## config.mk

```make
export PLATFORM = sky130hd
export DESIGN_NAME = can_mode_seq
export DESIGN_NICKNAME = d
export VERILOG_FILES = /design/src/rtl/can_mode_pkg.sv /design/src/rtl/can_mode_ctrl.sv /design/src/rtl/can_mode_dp.sv /design/src/rtl/can_mode_seq.sv
export SDC_FILE = /design/constraint.sdc
export NUM_CORES = 1
export LEC_CHECK = 0
export BUFFER_PORTS_ARGS = -buffer_cell sky130_fd_sc_hd__clkbuf_2
export CAP_MARGIN = 20
export CORE_MARGIN = 2
export CORE_UTILIZATION = 47
export DETAILED_ROUTE_END_ITERATION = 12
export HOLD_SLACK_MARGIN = 0.02
export PLACE_DENSITY = 0.87
export SYNTH_ARGS = -nofsm -noshare
export SYNTH_HDL_FRONTEND = slang
export SYNTH_SLANG_ARGS = --single-unit
```

## constraint.sdc

```tcl
create_clock -name clk -period 2.3 [get_ports clk]
set_input_delay 0.115 -clock clk [delete_from_list [all_inputs] [get_ports clk]]
set_output_delay 0.115 -clock clk [all_outputs]
set_load 0.01 [all_outputs]
```

## src/rtl/can_mode_pkg.sv

```systemverilog
package can_mode_pkg;

  typedef enum logic [1:0] {
    MODE_OFF    = 2'd0,
    MODE_FROZEN = 2'd1,
    MODE_SYNC   = 2'd2,
    MODE_RUN    = 2'd3
  } canMode_e;

  // strobes from the sequencer to the register datapath
  typedef struct packed {
    logic ldMode;
    logic ldClkSrc;
    logic ldCfg;
    logic forceFreeze;
    logic cntStep;
    logic cntClr;
    logic ackNext;
    logic notRdyNext;
    logic runNext;
  } ctrlStb_t;

endpackage

```

## src/rtl/can_mode_ctrl.sv

```systemverilog
module can_mode_ctrl
  import can_mode_pkg::*;
(
  input  logic     clk,
  input  logic     rstN,
  input  logic     modeWr,
  input  logic     cfgWr,
  input  logic     bitTick,
  input  logic     mdisQ,
  input  logic     haltQ,
  input  logic     frzEnQ,
  input  logic     syncHit,
  output canMode_e modeQ,
  output ctrlStb_t stb
);

  canMode_e modeNext;
  logic     syncDone;

  assign syncDone = (modeQ == MODE_SYNC) && syncHit;

  always_comb begin
    modeNext = modeQ;
    if (mdisQ && modeQ != MODE_OFF) begin
      modeNext = MODE_OFF;
    end else begin
      unique case (modeQ)
        MODE_OFF:    if (!mdisQ) modeNext = MODE_FROZEN;
        MODE_FROZEN: if (!haltQ) modeNext = MODE_SYNC;
        MODE_SYNC: begin
          if (haltQ)         modeNext = MODE_FROZEN;
          else if (syncDone) modeNext = MODE_RUN;
        end
        MODE_RUN:    if (haltQ && frzEnQ && bitTick) modeNext = MODE_FROZEN;
        default:     modeNext = MODE_OFF;
      endcase
    end
  end

  always_comb begin
    stb.ldMode      = modeWr;
    stb.ldClkSrc    = modeWr && (modeQ == MODE_OFF);
    stb.ldCfg       = cfgWr && (modeQ == MODE_FROZEN || modeQ == MODE_SYNC);
    stb.forceFreeze = (modeNext == MODE_FROZEN) && (modeQ != MODE_FROZEN);
    stb.cntStep     = (modeQ == MODE_SYNC) && bitTick;
    stb.cntClr      = (modeQ != MODE_SYNC) || syncDone;
    stb.ackNext     = (modeNext == MODE_FROZEN) || (modeNext == MODE_SYNC);
    stb.notRdyNext  = (modeNext != MODE_RUN);
    stb.runNext     = (modeNext == MODE_RUN);
  end

  always_ff @(posedge clk or negedge rstN) begin
    if (!rstN) modeQ <= MODE_OFF;
    else       modeQ <= modeNext;
  end

endmodule

```

## src/rtl/can_mode_dp.sv

```systemverilog
module can_mode_dp
  import can_mode_pkg::*;
#(
  parameter int CFG_W     = 16,
  parameter int SYNC_BITS = 11
) (
  input  logic             clk,
  input  logic             rstN,
  input  ctrlStb_t         stb,
  input  logic [3:0]       modeWdata,
  input  logic [CFG_W-1:0] cfgWdata,
  input  logic             bitTick,
  input  logic             rxIn,
  input  logic             txEngine,
  output logic             mdisQ,
  output logic             haltQ,
  output logic             frzEnQ,
  output logic             clkSrcQ,
  output logic             frzAckQ,
  output logic             notRdyQ,
  output logic             runQ,
  output logic [CFG_W-1:0] cfgQ,
  output logic             syncHit,
  output logic             txOut
);

  localparam int CNT_W = $clog2(SYNC_BITS + 1);
  localparam logic [CNT_W-1:0] CNT_LAST = CNT_W'(SYNC_BITS - 1);

  logic [CNT_W-1:0] recCnt;

  assign syncHit = bitTick && rxIn && (recCnt == CNT_LAST);
  assign txOut   = runQ ? txEngine : 1'b1;

  always_ff @(posedge clk or negedge rstN) begin
    if (!rstN) begin
      mdisQ   <= 1'b1;
      haltQ   <= 1'b1;
      frzEnQ  <= 1'b1;
      clkSrcQ <= 1'b0;
    end else begin
      if (stb.ldMode) mdisQ <= modeWdata[0];
      if (stb.forceFreeze) begin
        haltQ  <= 1'b1;
        frzEnQ <= 1'b1;
      end else if (stb.ldMode) begin
        haltQ  <= modeWdata[1];
        frzEnQ <= modeWdata[2];
      end
      if (stb.ldClkSrc) clkSrcQ <= modeWdata[3];
    end
  end

  always_ff @(posedge clk or negedge rstN) begin
    if (!rstN) begin
      frzAckQ <= 1'b0;
      notRdyQ <= 1'b1;
      runQ    <= 1'b0;
      cfgQ    <= '0;
    end else begin
      frzAckQ <= stb.ackNext;
      notRdyQ <= stb.notRdyNext;
      runQ    <= stb.runNext;
      if (stb.ldCfg) cfgQ <= cfgWdata;
    end
  end

  always_ff @(posedge clk or negedge rstN) begin
    if (!rstN)            recCnt <= '0;
    else if (stb.cntClr)  recCnt <= '0;
    else if (stb.cntStep) recCnt <= rxIn ? recCnt + 1'b1 : '0;
  end

endmodule

```

## src/rtl/can_mode_seq.sv

```systemverilog
module can_mode_seq
  import can_mode_pkg::*;
#(
  parameter int CFG_W     = 16,
  parameter int SYNC_BITS = 11
) (
  input  logic             clk,
  input  logic             rstN,
  input  logic             modeWr,
  input  logic [3:0]       modeWdata,
  input  logic             cfgWr,
  input  logic [CFG_W-1:0] cfgWdata,
  input  logic             bitTick,
  input  logic             rxIn,
  input  logic             txEngine,
  output logic             txOut,
  output logic [1:0]       modeOut,
  output logic             mdisOut,
  output logic             haltOut,
  output logic             frzEnOut,
  output logic             clkSrcOut,
  output logic             frzAckOut,
  output logic             notRdyOut,
  output logic             engineEn,
  output logic [CFG_W-1:0] cfgOut
);

  canMode_e modeQ;
  ctrlStb_t stb;
  logic     syncHit;

  can_mode_ctrl i_ctrl (
    .clk(clk), .rstN(rstN), .modeWr(modeWr), .cfgWr(cfgWr), .bitTick(bitTick),
    .mdisQ(mdisOut), .haltQ(haltOut), .frzEnQ(frzEnOut), .syncHit(syncHit),
    .modeQ(modeQ), .stb(stb)
  );

  can_mode_dp #(.CFG_W(CFG_W), .SYNC_BITS(SYNC_BITS)) i_dp (
    .clk(clk), .rstN(rstN), .stb(stb), .modeWdata(modeWdata), .cfgWdata(cfgWdata),
    .bitTick(bitTick), .rxIn(rxIn), .txEngine(txEngine),
    .mdisQ(mdisOut), .haltQ(haltOut), .frzEnQ(frzEnOut), .clkSrcQ(clkSrcOut),
    .frzAckQ(frzAckOut), .notRdyQ(notRdyOut), .runQ(engineEn), .cfgQ(cfgOut),
    .syncHit(syncHit), .txOut(txOut)
  );

  assign modeOut = modeQ;

endmodule

```

After elaboration in Yosys (flattened, before gate mapping)
Index checks and enable logic that the tools add are counted.
{"block": "word_totals", "regBits": 29, "in_bits": 27, "out_inout_bits": 26}
{"block": "op_classes", "muxes": 15, "n_reduce_logical": 17, "add_sub_neg": 1, "n_eq_ne": 10}
{"operator": "2-to-1 mux 2 bit", "n": 6}
{"operator": "2-to-1 mux 4 bit", "n": 3}
{"operator": "logical AND 1 bit", "n": 10}
{"operator": "== test 2 bit, second input constant", "n": 4}
{"operator": "case mux 2 bit (4 select lines)", "n": 1}
{"operator": "nonzero test 2 bit", "n": 3}
{"operator": "2-to-1 mux 1 bit", "n": 5}
{"operator": "adder 4 x 1 -> 4 bit, second input constant", "n": 1}
{"operator": "== test 2 x 1 -> 1 bit, second input constant", "n": 2}
{"operator": "== test 4 bit, second input constant", "n": 1}
{"operator": "inequality test 2 bit, second input constant", "n": 2}
{"operator": "logical OR 1 bit", "n": 3}
{"operator": "zero test 2 bit", "n": 1}
{"operator": "inequality test 2 x 1 -> 1 bit, second input constant", "n": 1}

Longest topological paths before layout
Gate-level depths: netlist of run 1.
{"block": "logic_depth", "word_depth": 10, "mapped_depth": 8}

Hierarchy
A second synthesis of run 1 with hierarchy kept.
{"block": "hier_totals", "hier_cells": 108, "hier_area_um2": 1373.8}
{"mod": "can_mode_dp", "area_per_inst_um2": 1073.5, "n_inst": 1, "cells_each": 74}
{"mod": "can_mode_ctrl", "area_per_inst_um2": 300.3, "n_inst": 1, "cells_each": 34}

Worst setup path before layout of run 1
No wires, ideal clock.
{"block": "synth_timing", "path_type": "register to register", "startpoint": "register i_ctrl.modeQ[0]", "endpoint": "register i_dp.cfgQ[10]", "n_path_buf": 1, "path_stages_with_launch": 6, "arrival_time_ns": 1.614, "setup_slack_ns": 0.561, "cell_sequence": "dfrtp_1 -> inv_1 -> ha_1 -> nand2_1 -> buf_2 -> mux2_2"}
{"block": "synth_between", "elab_chain_cells": 3, "word_cells_on_any_way": 4, "classes_between": "2 x eq/ne; 2 x reduce/logical"}
{"item": "start, declared", "line": "can_mode_ctrl.sv:13", "source": "output canMode_e modeQ,"}
{"item": "start signal, assigned", "line": "can_mode_ctrl.sv:54", "source": "else modeQ <= modeNext;"}
{"item": "== test 2 x 1 -> 1 bit or == test 2 bit (tied branches)", "line": "can_mode_ctrl.sv:43", "source": "stb.ldCfg = cfgWr && (modeQ == MODE_FROZEN || modeQ == MODE_SYNC);"}
{"item": "logical OR 1 bit *", "line": "can_mode_ctrl.sv:43"}
{"item": "logical AND 1 bit *", "line": "can_mode_ctrl.sv:43"}
{"item": "end signal, assigned", "line": "can_mode_dp.sv:64", "source": "if (stb.ldCfg) cfgQ <= cfgWdata;"}
{"item": "end, declared", "line": "can_mode_dp.sv:22", "source": "output logic [CFG_W-1:0] cfgQ,"}
Mark *: on every way between the ends. The rest lies on a longest branch, timed or not.
A chain may end at the register's enable or synchronous reset.

Worst setup path in the final report of run 1
{"block": "layout_timing", "startpoint": "register i_ctrl.modeQ[0]", "endpoint": "register i_dp.cfgQ[15]"}
Same word-level chain as after synthesis.

==> impl_metrics.env, run 1 <==
export IMPL_clk_pin_slew_worst_paths_ns=0.10
export IMPL_max_freq_mhz=507
export IMPL_synth_nets=142
export IMPL_post_cts_buffers=0
export IMPL_ant_nets=0
export IMPL_grt_start_max_net_pins=30
export IMPL_area_growth_pct=44.5
export IMPL_wl_met2_mm=1.74
export IMPL_crit_type="reg -> reg"
export IMPL_arrival_ns=2.19
export IMPL_syn_area_per_cell_um2=12.5
export IMPL_vdd_drop_max_mv=1.06
export IMPL_ys_ff_latch=29
export IMPL_hold_class="in -> reg"
export IMPL_cp_data_required_time_ns=2.52
export IMPL_pin_count=53
export IMPL_status="finished clean"
export IMPL_clock_latency_ns=0.33
export IMPL_slowest_delay_ns=0.52
export IMPL_yosysWarnings=0
export IMPL_p_per_area_nw_per_um2=1100
export IMPL_clk_path_buf_depth=2
export IMPL_cp_max_fo=16
export IMPL_final_period_minus_worst_setup_slack_ns=1.97
export IMPL_start_util_pct=48.9
export IMPL_drt_iter0_markers=33
export IMPL_viasPerCell=5.12
export IMPL_globalplace_congestion=0.799
export IMPL_clock_root_buffer="clkbuf_4"
export IMPL_critPathLaunchType="flop"
export IMPL_die_h_um=57.1
export IMPL_grt_overflow_total=0
export IMPL_num_vias=1110
export IMPL_tns_ns=0
export IMPL_path_delay_family="simple AND/OR/NAND/NOR gates"
export IMPL_setup_viol=0
export IMPL_rrSetupSlack_ns=0.33
export IMPL_yosysSeqAreaShare_pct=55.1
export IMPL_rsz0062_at_grt="no"
export IMPL_worstMarginPinSlew_ns=0.713
export IMPL_top_layer="met4"
export IMPL_antenna_cells=0
export IMPL_slowest_stage="nand2_1"
export IMPL_grt_pass1_vias=1082
export IMPL_finalHoldViolations=0
export IMPL_fp_row_count=19
export IMPL_leakage_nw=0.945
export IMPL_cts_sinks=29
export IMPL_cts_resized=0
export IMPL_die_width_um=57.1
export IMPL_track_usage_pct=20.3
export IMPL_cts_tree="done"
export IMPL_grt_pass1_wl_mm=4.84
export IMPL_cts_hold_buffers=16
export IMPL_drv_slew=0
export IMPL_synth_distinct_cells=26
export IMPL_max_cap_viol_count=0
export IMPL_port_buffer_count=52
export IMPL_dpl_cell_count=188
export IMPL_cp_cell_sequence="inv_1 -> ha_1 -> nand2_1 -> mux2_2"
export IMPL_dr_pass1_iters=4
export IMPL_dp_hpwl_mm=2.14
export IMPL_drc_errors=0
export IMPL_cts_buffers=5
export IMPL_period_share_pct=85.7
export IMPL_clock_skew_ns=0.00860
export IMPL_htreeDepth=2
export IMPL_wirelength_mm=3.20
export IMPL_wl_met1_mm=1.16
export IMPL_max_slew_margin_pct=52.5
export IMPL_die_area_um2=3260
export IMPL_cp_num_buf_inv=1
export IMPL_mappedNetlistArea_um2=1330
export IMPL_wire_per_inst_um=14.7
export IMPL_grt_antenna_before_repair=0
export IMPL_final_cells=217
export IMPL_synthCells=106
export IMPL_drive_above_1_share_pct=44.1
export IMPL_dr_wl_met3_um=215
export IMPL_fin_nets=221
export IMPL_coreArea_um2=2710
export IMPL_worstSetupEndpointType="flop"
## report_power, final
part	total, mW	switching [mW]	leakage [nW]	internal (mW)
logic	0.827	0.415	0.549	0.413
clock network	0.434	0.175	0.0455	0.259
registers	0.852	0.130	0.350	0.722
total	2.11	0.719	0.945	1.39
## kinds of logic after synthesis
kind of cell / after synthesis / share of synthesized area [%]
buffers and inverters: 10 / 2.93
and+or+nand+nor: 22 / 8.40
AOI/OAI and AO/OA: 16 / 8.12
DFF: 29 / 55.1
muxes: 20 / 16.9
adders and majority gates: 9 / 8.50
## cells in the final DEF (no fill, tap or decap), drive strengths merged, types with 2 or more instances in the layout
cell type and instances:
nor2 2, mux2 19, dlygate4sd3 21, a21oi 2
dfstp 4, o22ai 2, nand2 9, clkbuf 59
nor2b 2, dfrtp 25, nand2b 3, nand3 3
inv 9, ha 9, o21ai 4
## area by class of cell
type	instances	area (um2)
Multi-Input combinational cell	67	556
Fill cell	199	796
Sequential cell	29	731
Inverter	9	33.8
Clock inverter	1	30.0
Clock buffer	7	55.1
Tap cell	31	38.8
Timing Repair Buffer	73	470
## through the flow
step           utilization, %  cell area, um2  hold slack, ns  setup slack, ns  power [mW]
5_1_grt                  70.6            1910          0.0503            0.247        2.24
2_1_floorplan               -            1330          -0.181            0.561        1.32
6_report                 70.6            1910          0.0685            0.329        2.11
3_3_place_gp             59.7            1620           0.176            0.504        1.59
3_5_place_dp             59.7            1620           0.195            0.342        1.65
4_1_cts                  68.8            1860          0.0238            0.316        2.11
## Yosys cell counts
cell type  instances  area, um2
dfrtp_1           25        626
mux2_2            19        214
ha_1               9        113
inv_1              9       33.8
nand2_1            9       33.8
dfstp_2            4        105
o21ai_0            4       20.0
nand2b_1           3       18.8
nand3_1            3       15.0
a21oi_1            2       10.0
nor2_1             2       7.51
nor2b_1            2       12.5
o22ai_1            2       12.5
a211o_1            1       8.76
a211oi_1           1       7.51
a2bb2oi_1          1       8.76
a31oi_1            1       6.26
and3b_1            1       8.76
buf_2              1       5.00
mux2i_1            1       10.0
nand4b_1           1       8.76
o211a_1            1       10.0
o211ai_1           1       7.51
o31a_1             1       8.76
o31ai_1            1       7.51
or3_1              1       6.26
## sequential cells by signal, indices dropped and copies added, names as in the netlist
signal and flops:
i_ctrl.modeQ 2, i_dp.cfgQ 16, i_dp.clkSrcQ 1, i_dp.frzAckQ 1
i_dp.frzEnQ 1, i_dp.haltQ 1, i_dp.mdisQ 1, i_dp.notRdyQ 1
i_dp.recCnt 4, i_dp.runQ 1
## metal layers
| metal | global-route usage [%] | up-vias |
|---|---|---|
| met5 | 0 | - |
| met4 | 5.98 | 0 |
| met3 | 8.62 | 9 |
| met2 | 36.5 | 43 |
| met1 | 21.5 | 529 |
| li1 | - | 529 |
## worst min-delay path, stage by stage
cell and delay [ns]:
clkbuf_2 0.10, o21ai_0 0.07, a21oi_1 0.06
## worst paths after layout
| check | start | to | depth (start not counted) |
|---|---|---|---|
| min | rxIn | i_dp.recCnt[2] | 3 |
| max in group asynchronous | rstN | i_dp.cfgQ[2] | 2 |
| max | i_ctrl.modeQ[0] | i_dp.cfgQ[15] | 4 |
| min in group asynchronous | rstN | i_dp.cfgQ[9] | 2 |
| max reg2reg | i_ctrl.modeQ[0] | i_dp.cfgQ[15] | 4 |
| min reg2reg | i_dp.cfgQ[10] | i_dp.cfgQ[10] | 1 |
Note: power is estimated with default switching activity, not from simulation.
==> run 2, diff against run 1 <==
--- a/config.mk
+++ b/config.mk
@@ -5,13 +5,14 @@
 export SDC_FILE = /design/constraint.sdc
 export NUM_CORES = 1
 export LEC_CHECK = 0
-export BUFFER_PORTS_ARGS = -buffer_cell sky130_fd_sc_hd__clkbuf_2
 export CAP_MARGIN = 20
 export CORE_MARGIN = 2
-export CORE_UTILIZATION = 47
+export CORE_UTILIZATION = 56
 export DETAILED_ROUTE_END_ITERATION = 12
+export DONT_BUFFER_PORTS = 1
 export HOLD_SLACK_MARGIN = 0.02
-export PLACE_DENSITY = 0.87
+export PLACE_DENSITY = 0.8
+export REMOVE_ABC_BUFFERS = 1
 export SYNTH_ARGS = -nofsm -noshare
 export SYNTH_HDL_FRONTEND = slang
 export SYNTH_SLANG_ARGS = --single-unit
==> impl_metrics.env, run 2 (synthesized netlist as in run 1, its figures left out) <==
export IMPL_die_area_um2=2770
export IMPL_clock_root_buffer="clkbuf_4"
export IMPL_drt_iter0_markers=14
export IMPL_vdd_drop_max_mv=1.00
export IMPL_clock_latency_ns=0.32
export IMPL_design_area_um2=1720
export IMPL_antenna_cells=0
export IMPL_fin_nets=175
export IMPL_max_freq_mhz=483
export IMPL_clock_skew_ns=0.0112
export IMPL_globalplace_congestion=0.745
export IMPL_dr_pass1_iters=4
export IMPL_viasPerCell=5.62
export IMPL_max_slew_margin_pct=67.0
export IMPL_cts_buffers=5
export IMPL_crit_type="reg -> reg"
export IMPL_dp_hpwl_mm=1.83
export IMPL_grt_antenna_before_repair=0
export IMPL_worstMarginPinSlew_ns=0.489
export IMPL_clk_pin_slew_worst_paths_ns=0.10
export IMPL_die_h_um=52.6
export IMPL_ant_nets=0
export IMPL_period_share_pct=90.0
export IMPL_wire_per_inst_um=16.7
export IMPL_cts_sinks=29
export IMPL_placed_cell_area_um2=1360
export IMPL_largestRegisters="i_dp.cfgQ (16), i_dp.recCnt (4), i_ctrl.modeQ (2)"
export IMPL_clk_path_buf_depth=2
export IMPL_worstSetupEndpointType="flop"
export IMPL_grt_pass1_vias=1024
export IMPL_setup_viol=0
export IMPL_hold_class="in -> reg"
export IMPL_leakage_nw=0.761
export IMPL_arrival_ns=2.28
export IMPL_port_buffer_count=0
export IMPL_largest_register="i_dp.cfgQ"
export IMPL_fp_row_count=17
export IMPL_pre_cts_ws_ns=0.369
export IMPL_p_per_area_nw_per_um2=1110
export IMPL_layout_common_cells="25 x dlygate4sd3_1, 25 x dfrtp_1, 19 x mux2_2"
export IMPL_cp_max_fo=4
export IMPL_area_growth_pct=29.9
export IMPL_status="finished clean"
export IMPL_drive_above_1_share_pct=23.6
export IMPL_cp_data_required_time_ns=2.51
export IMPL_die_width_um=52.6
export IMPL_grt_overflow_total=0
export IMPL_pin_count=53
export IMPL_tns_ns=0
export IMPL_track_usage_pct=23.3
export IMPL_worst_slack_ns=0.229
export IMPL_grt_pass1_wl_mm=4.50
export IMPL_cts_tree="done"
export IMPL_critPathLaunchType="flop"
export IMPL_hold_ws_ns=0.0450
export IMPL_grt_start_max_net_pins=30
export IMPL_final_period_minus_worst_setup_slack_ns=2.07
export IMPL_num_vias=944
export IMPL_max_cap_viol_count=0
export IMPL_htreeDepth=2
export IMPL_rsz0062_at_grt="no"
export IMPL_coreArea_um2=2230
export IMPL_finalHoldViolations=0
export IMPL_drv_slew=0
export IMPL_wirelength_mm=2.80
export IMPL_drc_errors=0
export IMPL_start_util_pct=59.3
export IMPL_largest_reg_flops=16
-- run 2: per-stage QoR --
stage          instances  utilization [%]  power, mW
3_3_place_gp         134             61.0       1.41
4_1_cts              168             77.1       1.93
3_5_place_dp         134             61.0       1.44
2_1_floorplan        105                -       1.31
5_1_grt              168             77.1       2.05
6_report             168             77.1       1.92
-- run 2: final timing paths --
path / startpoint / endpoint / slack [ns] / cells past startpoint
worst max-delay path: i_dp.recCnt[0] / i_dp.recCnt[2] / 0.23 / 6
worst min-delay path: modeWr / i_dp.clkSrcQ / 0.05 / 2
worst max register to register: i_dp.recCnt[0] / i_dp.recCnt[2] / 0.23 / 6
worst min register to register: i_dp.clkSrcQ / i_dp.clkSrcQ / 0.58 / 1
max in group asynchronous: rstN / i_dp.haltQ / 1.83 / 2
min in group asynchronous: rstN / i_dp.recCnt[0] / 0.23 / 2
-- run 2: critical path: stages, from the launching register on --
cell and delay [ns]:
dfrtp_1 0.41, inv_1 0.10, ha_1 0.16, nand4b_1 0.17
o21ai_0 0.45, a21oi_1 0.08, dlygate4sd3_1 0.59
-- run 2: cell type report --
class | count | area, um2
flip-flops and latches | 29 | 731
multi-input cells | 67 | 556
fillers | 146 | 512
repair buffers | 27 | 278
clock buffers | 6 | 51.3
clock inverters | 2 | 37.5
well taps | 28 | 35.0
inverters | 9 | 33.8
-- run 2: what timing repair did --
item / in CTS / in global routing
resized for setup: 0 / 0
endpoints found under the hold margin: 53 / 0
hold buffers: 26 / 0
setup buffers: 0 / 0
-- run 2: layer usage --
| layer | global-route usage (%) | vias up | wire (um) |
|---|---|---|---|
| met5 | 0 | - | 0 |
| met4 | 5.98 | 0 | 19 |
| met3 | 10.0 | 4 | 205 |
| met2 | 42.5 | 56 | 1540 |
| met1 | 24.0 | 448 | 1040 |
| li1 | - | 436 | - |
-- run 2: power by group --
part           internal, mW  switching [mW]
clock                 0.258           0.178
sequential            0.724           0.248
combinational         0.281           0.227
total                  1.26           0.652
==> run 3, diff against run 2 <==
--- a/config.mk
+++ b/config.mk
@@ -11,7 +11,7 @@
 export DETAILED_ROUTE_END_ITERATION = 12
 export DONT_BUFFER_PORTS = 1
 export HOLD_SLACK_MARGIN = 0.02
-export PLACE_DENSITY = 0.8
+export PLACE_DENSITY = 0.77
 export REMOVE_ABC_BUFFERS = 1
 export SYNTH_ARGS = -nofsm -noshare
 export SYNTH_HDL_FRONTEND = slang
==> constraint.sdc (replaced) <==
create_clock -name clk -period 2.3 [get_ports clk]
set_input_delay 0.23 -clock clk [delete_from_list [all_inputs] [get_ports clk]]
set_output_delay 0.23 -clock clk [all_outputs]
set_load 0.01 [all_outputs]
==> impl_metrics.env, run 3 (synthesized netlist as in run 1, its figures left out) <==
export IMPL_status="finished clean"
export IMPL_grt_start_max_net_pins=30
export IMPL_slowest_delay_ns=0.50
export IMPL_htreeDepth=2
export IMPL_dp_hpwl_mm=1.75
export IMPL_drive_above_1_share_pct=27.4
export IMPL_final_common_cell="dfrtp_1"
export IMPL_cts_resized=0
export IMPL_arrival_ns=2.20
export IMPL_finish_utilization_pct=65.1
export IMPL_path_delay_family="compound AO/OA/AOI/OAI gates"
export IMPL_clk_path_buf_depth=2
export IMPL_track_usage_pct=19.4
export IMPL_cts_buffers=5
export IMPL_cts_hold_buffers=3
export IMPL_finalHoldViolations=0
export IMPL_ant_nets=0
export IMPL_clock_skew_ns=0.00484
export IMPL_cp_data_required_time_ns=2.52
export IMPL_critPathLaunchType="flop"
export IMPL_largestRegisters="i_dp.cfgQ (16), i_dp.recCnt (4), i_ctrl.modeQ (2)"
export IMPL_fill_cells=188
export IMPL_wire_per_inst_um=16.1
export IMPL_cts_sinks=29
export IMPL_leakage_nw=0.650
export IMPL_port_buffer_count=0
export IMPL_max_cap_viol_count=0
export IMPL_worstMarginPinSlew_ns=0.526
export IMPL_antenna_cells=0
export IMPL_drc_errors=0
export IMPL_worstSetupEndpointType="flop"
export IMPL_drt_iter0_markers=20
export IMPL_viasPerCell=5.82
export IMPL_post_cts_buffers=0
export IMPL_coreArea_um2=2230
export IMPL_die_width_um=52.6
export IMPL_globalplace_congestion=0.848
export IMPL_largest_register="i_dp.cfgQ"
export IMPL_fin_nets=152
export IMPL_cts_tree="done"
export IMPL_cp_num_buf_inv=1
export IMPL_dr_pass1_iters=4
export IMPL_largest_reg_flops=16
export IMPL_die_h_um=52.6
export IMPL_area_growth_pct=9.73
export IMPL_cp_cell_sequence="inv_1 -> ha_1 -> nand2_1 -> o22ai_1 -> a2bb2oi_1 -> ha_1 -> nand2_1 -> o211ai_1"
export IMPL_max_slew_margin_pct=64.6
export IMPL_grt_pass1_vias=866
export IMPL_slowest_stage="dfrtp_1"
export IMPL_clock_latency_ns=0.30
export IMPL_clock_root_buffer="clkbuf_4"
export IMPL_pin_count=53
export IMPL_num_vias=844
export IMPL_die_area_um2=2770
export IMPL_p_per_area_nw_per_um2=1180
export IMPL_cp_max_fo=8
export IMPL_vdd_drop_max_mv=0.900
export IMPL_start_util_pct=59.3
export IMPL_rsz0062_at_grt="no"
export IMPL_fp_row_count=17
export IMPL_grt_pass1_wl_mm=3.80
export IMPL_grt_overflow_total=0
export IMPL_wirelength_mm=2.33
export IMPL_setup_viol=0
export IMPL_crit_type="reg -> reg"
export IMPL_period_share_pct=86.5
export IMPL_clk_pin_slew_worst_paths_ns=0.09
export IMPL_final_period_minus_worst_setup_slack_ns=1.99
export IMPL_max_freq_mhz=503
export IMPL_drv_slew=0
export IMPL_grt_antenna_before_repair=0
export IMPL_layout_common_cells="25 x dfrtp_1, 19 x mux2_2, 9 x nand2_1, 9 x inv_1, 9 x ha_1"
export IMPL_hold_class="in -> reg"
export IMPL_tns_ns=0
export IMPL_total_power_mw=1.71
-- run 3: cell count changes in the layout (fill, tap and decap cells not counted) --
cell           change
bufinv_16          -1
clkinv_2           +2
clkbuf_8           -1
clkbuf_1           +1
clkinvlp_4         -1
dlygate4sd3_1     -23
-- run 3: final cells by class --
cell class	instances	area, um2	area share, %
flip-flops and latches	29	731	50.3
multi-input cells	67	556	38.2
repair buffers	4	47.5	3.27
clock buffers	6	41.3	2.84
well taps	28	35.0	2.41
inverters	9	33.8	2.32
clock inverters	2	10.0	0.688
-- run 3: path summary, 6_finish.rpt --
check | start | end | slack [ns] | depth (start not counted)
hold / removal | modeWdata[2] | i_dp.frzEnQ | 0.06 | 2
setup reg to reg | i_ctrl.modeQ[0] | i_dp.haltQ | 0.31 | 8
setup / recovery | i_ctrl.modeQ[0] | i_dp.haltQ | 0.31 | 8
max in group asynchronous | rstN | i_dp.haltQ | 1.69 | 2
min in group asynchronous | rstN | i_dp.recCnt[2] | 0.37 | 2
hold reg to reg | i_dp.frzEnQ | i_dp.frzEnQ | 0.58 | 2
-- run 3: worst register-to-register path, delay by kind of cell, from the launching register on --
family | cells | cell delay, ns
AO/OA/AOI/OAI | 3 | 0.63
flip-flops | 1 | 0.50
AND/OR/NAND/NOR | 2 | 0.17
buffers and inverters | 1 | 0.13
adder cells (fa/ha/maj) | 2 | 0.47
-- run 3: layer usage --
layer	up-vias	global-route usage (%)	routed length (um)
met5	-	0	0
met3	2	8.29	199
met2	39	32.9	1190
met4	0	5.13	11
li1	390	-	-
met1	413	22.4	924
-- run 3: stage by stage --
| step | hold slack, ns | area, um2 | worst slack [ns] | std cells |
|---|---|---|---|---|
| after CTS | 0.0518 | 1450 | 0.340 | 145 |
| after global routing | 0.0283 | 1450 | 0.137 | 145 |
| after floorplan | -0.0656 | 1320 | 0.577 | 105 |
| after detailed placement | -0.0650 | 1360 | 0.366 | 134 |
| final | 0.0631 | 1450 | 0.311 | 145 |
| after global placement | -0.0650 | 1360 | 0.484 | 134 |
-- run 3: power by group --
part	total [mW]	switching (mW)	internal (mW)
clock	0.273	0.156	0.116
combinational	0.473	0.214	0.260
sequential	0.965	0.240	0.725
